`config.mk`:
```
export PLATFORM = sky130hd
export DESIGN_NAME = opd_resolver
export DESIGN_NICKNAME = d
export VERILOG_FILES = /design/src/rtl/opd_pkg.sv /design/src/rtl/opd_cgen.sv /design/src/rtl/opd_incr.sv /design/src/rtl/opd_fetch.sv /design/src/rtl/opd_resolver.sv
export SDC_FILE = /design/constraint.sdc
export NUM_CORES = 1
export LEC_CHECK = 0
export ABC_CLOCK_PERIOD_IN_PS = 5100
export CORE_UTILIZATION = 45
export DETAILED_ROUTE_END_ITERATION = 6
export PLACE_DENSITY_LB_ADDON = 0.05
export SLEW_MARGIN = 20
export SYNTH_ARGS = -nofsm -noshare
export SYNTH_HDL_FRONTEND = slang
export SYNTH_SLANG_ARGS = --single-unit
export TNS_END_PERCENT = 1
```
`constraint.sdc`:
```
create_clock -name clk -period 5.1 [get_ports clk]
set_clock_uncertainty 0.15 [all_clocks]
set_input_delay 0.765 -clock clk [delete_from_list [all_inputs] [get_ports clk]]
set_output_delay 0.765 -clock clk [all_outputs]
set_load 0.01 [all_outputs]
```
`src/rtl/opd_pkg.sv`:
```
package opd_pkg;
  localparam int unsigned REG_PC  = 0;
  localparam int unsigned REG_ABS = 2;
  localparam int unsigned REG_CG  = 3;

  typedef enum logic [3:0] {
    ST_IDLE,
    ST_SRC,
    ST_SIDX,
    ST_SOPW,
    ST_DST,
    ST_DIDX,
    ST_DOPW,
    ST_FIN
  } opd_state_e;
endpackage

```
`src/rtl/opd_cgen.sv`:
```
module opd_cgen
  import opd_pkg::*;
#(
  parameter int DW  = 16,
  parameter int RAW = 4
) (
  input  logic [RAW-1:0] reg_num,
  input  logic [1:0]     mode,
  output logic           hit,
  output logic [DW-1:0]  value
);
  always_comb begin
    hit   = 1'b0;
    value = '0;
    if (reg_num == RAW'(REG_CG)) begin
      hit = 1'b1;
      case (mode)
        2'b00:   value = '0;
        2'b01:   value = DW'(1);
        2'b10:   value = DW'(2);
        default: value = '1;
      endcase
    end else if (reg_num == RAW'(REG_ABS) && mode[1]) begin
      hit   = 1'b1;
      value = mode[0] ? DW'(8) : DW'(4);
    end
  end
endmodule

```
`src/rtl/opd_incr.sv`:
```
module opd_incr #(
  parameter int DW = 16
) (
  input  logic [DW-1:0] base,
  input  logic          byte_op,
  input  logic          is_pc,
  output logic [DW-1:0] next
);
  localparam int WSTEP = DW / 8;

  assign next = base + ((byte_op && !is_pc) ? DW'(1) : DW'(WSTEP));
endmodule

```
`src/rtl/opd_fetch.sv`:
```
module opd_fetch
  import opd_pkg::*;
#(
  parameter int DW  = 16,
  parameter int RAW = 4
) (
  input  logic           clk,
  input  logic           rst,
  input  logic           start,
  input  logic [1:0]     src_mode,
  input  logic [RAW-1:0] src_reg,
  input  logic           dst_mode,
  input  logic [RAW-1:0] dst_reg,
  input  logic           byte_op,
  input  logic [DW-1:0]  pc_in,
  output logic           busy,
  output logic           done,
  output logic [RAW-1:0] rf_raddr,
  input  logic [DW-1:0]  rf_rdata,
  output logic           mem_req,
  output logic [DW-1:0]  mem_addr,
  input  logic           mem_rvalid,
  input  logic [DW-1:0]  mem_rdata,
  output logic [RAW-1:0] cg_reg,
  output logic [1:0]     cg_mode,
  input  logic           cg_hit,
  input  logic [DW-1:0]  cg_val,
  output logic [DW-1:0]  inc_base,
  output logic           inc_is_pc,
  output logic           inc_byte,
  input  logic [DW-1:0]  inc_next,
  output logic [DW-1:0]  src_val,
  output logic [DW-1:0]  dst_val,
  output logic [DW-1:0]  dst_addr,
  output logic           dst_is_mem,
  output logic           inc_en,
  output logic [RAW-1:0] inc_reg,
  output logic [DW-1:0]  inc_val,
  output logic [DW-1:0]  pc_out
);
  localparam int HW    = DW / 2;
  localparam int WSTEP = DW / 8;

  opd_state_e     state_q;
  logic [1:0]     sm_q;
  logic [RAW-1:0] sr_q;
  logic           dm_q;
  logic [RAW-1:0] dr_q;
  logic           byte_q;
  logic [DW-1:0]  pc_q;
  logic [DW-1:0]  base_q;
  logic [DW-1:0]  src_reg_val;
  logic [DW-1:0]  dst_base;

  function automatic logic [DW-1:0] narrow(input logic [DW-1:0] v, input logic b);
    narrow = b ? {{(DW-HW){1'b0}}, v[HW-1:0]} : v;
  endfunction

  function automatic logic [DW-1:0] pick(input logic [DW-1:0] w, input logic odd,
                                         input logic b);
    if (!b)       pick = w;
    else if (odd) pick = {{(DW-HW){1'b0}}, w[DW-1:HW]};
    else          pick = {{(DW-HW){1'b0}}, w[HW-1:0]};
  endfunction

  assign busy      = (state_q != ST_IDLE);
  assign done      = (state_q == ST_FIN);
  assign pc_out    = pc_q;
  assign cg_reg    = sr_q;
  assign cg_mode   = sm_q;
  assign rf_raddr  = (state_q == ST_DST) ? dr_q : sr_q;
  assign src_reg_val = (sr_q == RAW'(REG_PC)) ? pc_q : rf_rdata;
  assign inc_base  = src_reg_val;
  assign inc_is_pc = (sr_q == RAW'(REG_PC));
  assign inc_byte  = byte_q;

  always_comb begin
    if (dr_q == RAW'(REG_PC))                dst_base = pc_q;
    else if (inc_en && inc_reg == dr_q)      dst_base = inc_val;
    else                                     dst_base = rf_rdata;
  end

  always_ff @(posedge clk) begin
    if (rst) begin
      state_q    <= ST_IDLE;
      sm_q       <= '0;
      sr_q       <= '0;
      dm_q       <= 1'b0;
      dr_q       <= '0;
      byte_q     <= 1'b0;
      pc_q       <= '0;
      base_q     <= '0;
      mem_req    <= 1'b0;
      mem_addr   <= '0;
      src_val    <= '0;
      dst_val    <= '0;
      dst_addr   <= '0;
      dst_is_mem <= 1'b0;
      inc_en     <= 1'b0;
      inc_reg    <= '0;
      inc_val    <= '0;
    end else begin
      mem_req <= 1'b0;
      case (state_q)
        ST_IDLE: begin
          if (start) begin
            sm_q       <= src_mode;
            sr_q       <= src_reg;
            dm_q       <= dst_mode;
            dr_q       <= dst_reg;
            byte_q     <= byte_op;
            pc_q       <= pc_in;
            inc_en     <= 1'b0;
            dst_is_mem <= 1'b0;
            dst_addr   <= '0;
            state_q    <= ST_SRC;
          end
        end
        ST_SRC: begin
          if (cg_hit) begin
            src_val <= narrow(cg_val, byte_q);
            state_q <= ST_DST;
          end else begin
            case (sm_q)
              2'b00: begin
                src_val <= narrow(src_reg_val, byte_q);
                state_q <= ST_DST;
              end
              2'b01: begin
                mem_req  <= 1'b1;
                mem_addr <= pc_q;
                base_q   <= (sr_q == RAW'(REG_ABS)) ? '0 : src_reg_val;
                pc_q     <= pc_q + DW'(WSTEP);
                state_q  <= ST_SIDX;
              end
              2'b10: begin
                mem_req  <= 1'b1;
                mem_addr <= src_reg_val;
                state_q  <= ST_SOPW;
              end
              default: begin
                mem_req  <= 1'b1;
                mem_addr <= src_reg_val;
                if (sr_q == RAW'(REG_PC)) begin
                  pc_q <= inc_next;
                end else begin
                  inc_en  <= 1'b1;
                  inc_reg <= sr_q;
                  inc_val <= inc_next;
                end
                state_q <= ST_SOPW;
              end
            endcase
          end
        end
        ST_SIDX: begin
          if (mem_rvalid) begin
            mem_req  <= 1'b1;
            mem_addr <= base_q + mem_rdata;
            state_q  <= ST_SOPW;
          end
        end
        ST_SOPW: begin
          if (mem_rvalid) begin
            src_val <= pick(mem_rdata, mem_addr[0], byte_q);
            state_q <= ST_DST;
          end
        end
        ST_DST: begin
          if (!dm_q) begin
            dst_val    <= narrow(dst_base, byte_q);
            dst_addr   <= '0;
            dst_is_mem <= 1'b0;
            state_q    <= ST_FIN;
          end else begin
            mem_req    <= 1'b1;
            mem_addr   <= pc_q;
            base_q     <= (dr_q == RAW'(REG_ABS)) ? '0 : dst_base;
            pc_q       <= pc_q + DW'(WSTEP);
            dst_is_mem <= 1'b1;
            state_q    <= ST_DIDX;
          end
        end
        ST_DIDX: begin
          if (mem_rvalid) begin
            mem_req  <= 1'b1;
            mem_addr <= base_q + mem_rdata;
            dst_addr <= base_q + mem_rdata;
            state_q  <= ST_DOPW;
          end
        end
        ST_DOPW: begin
          if (mem_rvalid) begin
            dst_val <= pick(mem_rdata, mem_addr[0], byte_q);
            state_q <= ST_FIN;
          end
        end
        default: state_q <= ST_IDLE;
      endcase
    end
  end

  // each read request is a single-cycle pulse
  p_req_pulse_r11: assert property (@(posedge clk) disable iff (rst)
    mem_req |=> !mem_req);

  // completion is a single-cycle pulse
  p_done_pulse_r11: assert property (@(posedge clk) disable iff (rst)
    done |=> !done);

  // a constant from the generator never produces memory traffic
  p_cst_nomem_r6: assert property (@(posedge clk) disable iff (rst)
    (state_q == ST_SRC && cg_hit) |=> !mem_req);

  // the reported increment is one operand size above the register read
  p_inc_step_r4: assert property (@(posedge clk) disable iff (rst)
    $rose(inc_en) |-> (inc_val == $past(rf_rdata) +
                       ($past(byte_q) ? DW'(1) : DW'(WSTEP))));

  // byte results carry no upper-half bits
  p_byte_zext_r9: assert property (@(posedge clk) disable iff (rst)
    (done && byte_q) |-> (src_val[DW-1:HW] == '0 && dst_val[DW-1:HW] == '0));
endmodule

```
`src/rtl/opd_resolver.sv`:
```
module opd_resolver
  import opd_pkg::*;
#(
  parameter int DW  = 16,
  parameter int RAW = 4
) (
  input  logic           clk,
  input  logic           rst,
  input  logic           start,
  input  logic [1:0]     src_mode,
  input  logic [RAW-1:0] src_reg,
  input  logic           dst_mode,
  input  logic [RAW-1:0] dst_reg,
  input  logic           byte_op,
  input  logic [DW-1:0]  pc_in,
  output logic           busy,
  output logic           done,
  output logic [RAW-1:0] rf_raddr,
  input  logic [DW-1:0]  rf_rdata,
  output logic           mem_req,
  output logic [DW-1:0]  mem_addr,
  input  logic           mem_rvalid,
  input  logic [DW-1:0]  mem_rdata,
  output logic [DW-1:0]  src_val,
  output logic [DW-1:0]  dst_val,
  output logic [DW-1:0]  dst_addr,
  output logic           dst_is_mem,
  output logic           inc_en,
  output logic [RAW-1:0] inc_reg,
  output logic [DW-1:0]  inc_val,
  output logic [DW-1:0]  pc_out
);
  logic [RAW-1:0] cg_reg;
  logic [1:0]     cg_mode;
  logic           cg_hit;
  logic [DW-1:0]  cg_val;
  logic [DW-1:0]  inc_base;
  logic           inc_is_pc;
  logic           inc_byte;
  logic [DW-1:0]  inc_next;

  opd_cgen #(.DW(DW), .RAW(RAW)) u_cgen (
    .reg_num (cg_reg),
    .mode    (cg_mode),
    .hit     (cg_hit),
    .value   (cg_val)
  );

  opd_incr #(.DW(DW)) u_incr (
    .base    (inc_base),
    .byte_op (inc_byte),
    .is_pc   (inc_is_pc),
    .next    (inc_next)
  );

  opd_fetch #(.DW(DW), .RAW(RAW)) u_fetch (
    .clk        (clk),
    .rst        (rst),
    .start      (start),
    .src_mode   (src_mode),
    .src_reg    (src_reg),
    .dst_mode   (dst_mode),
    .dst_reg    (dst_reg),
    .byte_op    (byte_op),
    .pc_in      (pc_in),
    .busy       (busy),
    .done       (done),
    .rf_raddr   (rf_raddr),
    .rf_rdata   (rf_rdata),
    .mem_req    (mem_req),
    .mem_addr   (mem_addr),
    .mem_rvalid (mem_rvalid),
    .mem_rdata  (mem_rdata),
    .cg_reg     (cg_reg),
    .cg_mode    (cg_mode),
    .cg_hit     (cg_hit),
    .cg_val     (cg_val),
    .inc_base   (inc_base),
    .inc_is_pc  (inc_is_pc),
    .inc_byte   (inc_byte),
    .inc_next   (inc_next),
    .src_val    (src_val),
    .dst_val    (dst_val),
    .dst_addr   (dst_addr),
    .dst_is_mem (dst_is_mem),
    .inc_en     (inc_en),
    .inc_reg    (inc_reg),
    .inc_val    (inc_val),
    .pc_out     (pc_out)
  );

  // neither the program counter nor the constant register is post-incremented
  p_noinc_special_r7: assert property (@(posedge clk) disable iff (rst)
    (done && inc_en) |-> (inc_reg != RAW'(REG_PC) && inc_reg != RAW'(REG_CG)));

  // completion only while a sequence is in flight
  p_done_busy_r11: assert property (@(posedge clk) disable iff (rst)
    done |-> busy);
endmodule

```
==> impl_metrics.xml <==
<?xml version="1.0" encoding="UTF-8"?>
<metrics>
  <group name="yosys">
    <metric name="synth_top_area_frac" unit="">0.325</metric>
    <metric name="synth_edf_count" unit="">0</metric>
    <metric name="synth_area_leaders" unit="">sky130_fd_sc_hd__dfxtp_1, sky130_fd_sc_hd__nand2_1, sky130_fd_sc_hd__a21oi_1</metric>
    <metric name="yosys_warnings" unit="">0</metric>
    <metric name="yosys_most_used_dff" unit="">sky130_fd_sc_hd__dfxtp_1</metric>
    <metric name="synth_fp_nets" unit="">1141</metric>
    <metric name="synth.yosys.seq_area_share" unit="">0.325</metric>
    <metric name="synth_most_common_cell" unit="">sky130_fd_sc_hd__nand2_1</metric>
    <metric name="avg_synthesized_cell_area" unit="sq um">7.81</metric>
    <metric name="postSynth.asyncResetShare" unit="">0</metric>
    <metric name="synth_seq_cells" unit="">134</metric>
    <metric name="syn_inst" unit="">1057</metric>
    <metric name="mappedNetlistArea" unit="sq um">8260</metric>
    <metric name="yosysTopAreaCell" unit="">sky130_fd_sc_hd__dfxtp_1</metric>
    <metric name="synthTopCellsByCount" unit="">sky130_fd_sc_hd__nand2_1, sky130_fd_sc_hd__dfxtp_1, sky130_fd_sc_hd__nor2_1, sky130_fd_sc_hd__a21oi_1, sky130_fd_sc_hd__clkbuf_1</metric>
    <metric name="synthDistinctLibCells" unit="">71</metric>
  </group>
  <group name="floorplan">
    <metric name="fp.dieArea" unit="sq um">18900</metric>
    <metric name="ios" unit="">173</metric>
    <metric name="floorplan.initialDensity" unit="">0.460</metric>
    <metric name="num_rows" unit="">49</metric>
    <metric name="die_height" unit="um">137</metric>
    <metric name="core_ar" unit="sq um">18000</metric>
    <metric name="die-width" unit="um">137</metric>
  </group>
  <group name="power">
    <metric name="pwr-share-clk" unit="">0.189</metric>
    <metric name="power-per-cell-area" unit="nW/um^2">616</metric>
    <metric name="total_power" unit="mW">6.56</metric>
    <metric name="combinationalPowerShare" unit="">0.549</metric>
    <metric name="power_switching_share" unit="">0.489</metric>
    <metric name="p_seq_frac" unit="">0.261</metric>
    <metric name="peak_ir_drop_on_the_vdd_network" unit="mV">0.326</metric>
    <metric name="power.leakage" unit="nW">3.65</metric>
    <metric name="internal_power" unit="mW">3.36</metric>
    <metric name="power.switching" unit="mW">3.21</metric>
  </group>
  <group name="sta">
    <metric name="rsz0062_at_grt" unit="">no</metric>
    <metric name="slew-limit-headroom" unit="">0.325</metric>
    <metric name="final_hold_violation_count" unit="">0</metric>
    <metric name="setup_tns_after_final_layout" unit="ns">0</metric>
    <metric name="tightest_slew" unit="ns">1.01</metric>
    <metric name="post-route-worst-setup-slack" unit="ns">1.44</metric>
    <metric name="post-route-period-util" unit="">0.717</metric>
    <metric name="final-setup-viol-count" unit="">0</metric>
    <metric name="final_slew_viol_count" unit="">0</metric>
    <metric name="achievable_clock_frequency" unit="GHz">0.273</metric>
    <metric name="hold_slack" unit="ns">0.300</metric>
    <metric name="period_needed" unit="ns">3.66</metric>
  </group>
  <group name="critical_path">
    <metric name="cp_num_buf_inv" unit="">2</metric>
    <metric name="worst_setup_path_end_kind" unit="">flip-flop</metric>
    <metric name="r2r_setup_slack" unit="ns">1.44</metric>
    <metric name="critical_path_peak_fanout" unit="">25</metric>
    <metric name="path_cells" unit="">or4_1 &gt; buf_4 &gt; mux2i_1 &gt; inv_1 &gt; ha_1 &gt; a21o_1 &gt; nand2_1 &gt; o41ai_2 &gt; nand3_1 &gt; a221oi_1</metric>
    <metric name="timing_worst_setup_path_type" unit="">flip-flop to flip-flop</metric>
    <metric name="cp_top_family" unit="">compound AO/OA/AOI/OAI gates</metric>
    <metric name="critPathRequiredTime" unit="ns">5.29</metric>
    <metric name="critical-path-slowest-cell" unit="">sky130_fd_sc_hd__or4_1</metric>
    <metric name="nature_of_the_critical_path_startpoint" unit="">flip-flop</metric>
    <metric name="cp.arrival" unit="ns">3.85</metric>
    <metric name="highest_cell_delay_on_the_worst_timing_path" unit="ns">0.55</metric>
  </group>
  <group name="place">
    <metric name="gp_congestion" unit="">0.967</metric>
    <metric name="dp_hpwl" unit="mm">23.9</metric>
    <metric name="place_area" unit="sq um">10100</metric>
    <metric name="pre_cts_ws" unit="ns">1.33</metric>
    <metric name="port_buffers" unit="">172</metric>
  </group>
  <group name="finish">
    <metric name="area_of_the_multi_input_gates" unit="sq um">5230</metric>
    <metric name="layout.cell_area.non_filler" unit="sq um">10600</metric>
    <metric name="layout.area.seq" unit="sq um">2680</metric>
    <metric name="area.growth.synth_to_final" unit="%">28.9</metric>
    <metric name="drive_gt1_frac" unit="">0.0704</metric>
    <metric name="final_nets" unit="">1265</metric>
    <metric name="diode_count" unit="">0</metric>
    <metric name="fillers" unit="">1705</metric>
  </group>
  <group name="clock_tree">
    <metric name="max-clock-path-buffers" unit="">2</metric>
    <metric name="h_tree_level_count" unit="">4</metric>
    <metric name="cts.clk_slew.worst_paths" unit="ns">0.06</metric>
    <metric name="clock_latency" unit="ns">0.44</metric>
    <metric name="hold_buffers" unit="">0</metric>
    <metric name="cts.sink_count" unit="">134</metric>
    <metric name="cts.repair_timing.setup_buffer_count" unit="">0</metric>
    <metric name="postCtsResizedCells" unit="">0</metric>
    <metric name="cts_tree" unit="">built</metric>
    <metric name="clk_root_buffer_cell" unit="">sky130_fd_sc_hd__clkbuf_16</metric>
    <metric name="cts_made_buffers" unit="">17</metric>
  </group>
  <group name="global_route">
    <metric name="grtUsageTotal" unit="">0.340</metric>
    <metric name="grt_pass1_wl" unit="mm">47.4</metric>
    <metric name="globalRouteOverflowTotal" unit="">0</metric>
    <metric name="grt_start_max_net_pins" unit="">75</metric>
    <metric name="antenna_found_initial" unit="">0</metric>
    <metric name="first_global_vias" unit="">7871</metric>
  </group>
  <group name="flow_run">
    <metric name="max_cap_violations" unit="">0</metric>
  </group>
  <group name="status">
    <metric name="run_status" unit="">complete, no violations</metric>
  </group>
  <group name="routing">
    <metric name="drt_pre_antenna_iters" unit="">6</metric>
    <metric name="wire_per_inst" unit="um">22.5</metric>
    <metric name="remaining_drc_errors" unit="">0</metric>
    <metric name="ant_nets" unit="">0</metric>
    <metric name="route.final.wire_length" unit="mm">32.0</metric>
    <metric name="detailedRoute.firstIterationViolations" unit="">1072</metric>
    <metric name="vias" unit="">8971</metric>
    <metric name="via_per_inst" unit="">6.30</metric>
  </group>
  <group name="worst_hold_path">
    <metric name="worstHoldPathType" unit="">flip-flop to flip-flop</metric>
  </group>
</metrics>
==> power groups by stage <==
stage / combinational [mW] / clock (mW) / sequential (mW)
3_5_place_dp: 3.50 / 0 / 1.72
6_report: 3.61 / 1.24 / 1.72
4_1_cts: 3.52 / 1.24 / 1.70
3_3_place_gp: 3.50 / 0 / 1.72
5_1_grt: 3.85 / 1.29 / 1.75
2_1_floorplan: 2.32 / 0 / 1.55
==> metal layers <==
| metal | up-vias | global-route usage | routed length [um] |
|---|---|---|---|
| met5 | - | 0 | 0 |
| met4 | 0 | 0.139 | 1150 |
| met3 | 74 | 0.0533 | 2880 |
| met2 | 510 | 0.522 | 14400 |
| met1 | 4182 | 0.471 | 13600 |
| li1 | 4205 | - | - |
==> worst paths after layout <==
check,startpoint,end,cells past startpoint
max reg2reg,u_fetch.cg_reg[0],u_fetch.pc_out[13],10
min,u_fetch.dst_addr[13],u_fetch.dst_addr[13],2
max,u_fetch.cg_reg[0],u_fetch.pc_out[13],10
min reg2reg,u_fetch.dst_addr[13],u_fetch.dst_addr[13],2
==> cell type report <==
type | instances | area share
Clock buffer | 18 | 0.0413
Clock inverter | 14 | 0.0134
Inverter | 15 | 0.00529
Multi-Input combinational cell | 829 | 0.491
Sequential cell | 134 | 0.252
Tap cell | 229 | 0.0269
Timing Repair Buffer | 184 | 0.170
==> worst reg2reg max path, cell delays in order (launching register included) <==
cell	delay, ns
sky130_fd_sc_hd__dfxtp_1	0.46
sky130_fd_sc_hd__or4_1	0.55
sky130_fd_sc_hd__buf_4	0.27
sky130_fd_sc_hd__mux2i_1	0.35
sky130_fd_sc_hd__inv_1	0.17
sky130_fd_sc_hd__ha_1	0.31
sky130_fd_sc_hd__a21o_1	0.32
sky130_fd_sc_hd__nand2_1	0.19
sky130_fd_sc_hd__o41ai_2	0.40
sky130_fd_sc_hd__nand3_1	0.13
sky130_fd_sc_hd__a221oi_1	0.26
==> metrics by stage <==
step,utilization,instances
floorplan,-,1057
global placement,0.560,1391
detailed placement,0.560,1391
CTS,0.592,1423
global route,0.593,1423
finish,0.593,1423
==> placed cells by master (no fill, tap or decap), types with 16 or more instances in the layout <==
cell,netlist,layout
sky130_fd_sc_hd__a21oi_1,87,86
sky130_fd_sc_hd__nand4_1,23,23
sky130_fd_sc_hd__xnor2_1,22,22
sky130_fd_sc_hd__o211ai_1,27,27
sky130_fd_sc_hd__nand2_1,137,136
sky130_fd_sc_hd__a221oi_1,18,18
sky130_fd_sc_hd__a211oi_1,44,44
sky130_fd_sc_hd__o21ai_0,51,50
sky130_fd_sc_hd__mux2i_1,28,28
sky130_fd_sc_hd__dfxtp_1,134,134
sky130_fd_sc_hd__clkdlybuf4s50_1,0,171
sky130_fd_sc_hd__nand3_1,39,39
sky130_fd_sc_hd__clkbuf_16,0,17
sky130_fd_sc_hd__a22oi_1,16,16
sky130_fd_sc_hd__nor2_1,109,109
sky130_fd_sc_hd__ha_1,18,18
==> cells by family (layout without fill, tap and decap cells) <==
logic type	Yosys count	count (layout)	synth area share
simple gates	385	385	0.215
mux	38	38	0.0503
xor+xnor	37	37	0.0393
buf+inv	94	231	0.0458
flops	134	134	0.325
fa+ha+maj	20	20	0.0321
compound gates	349	349	0.292
(Power assumes the default switching activity.)
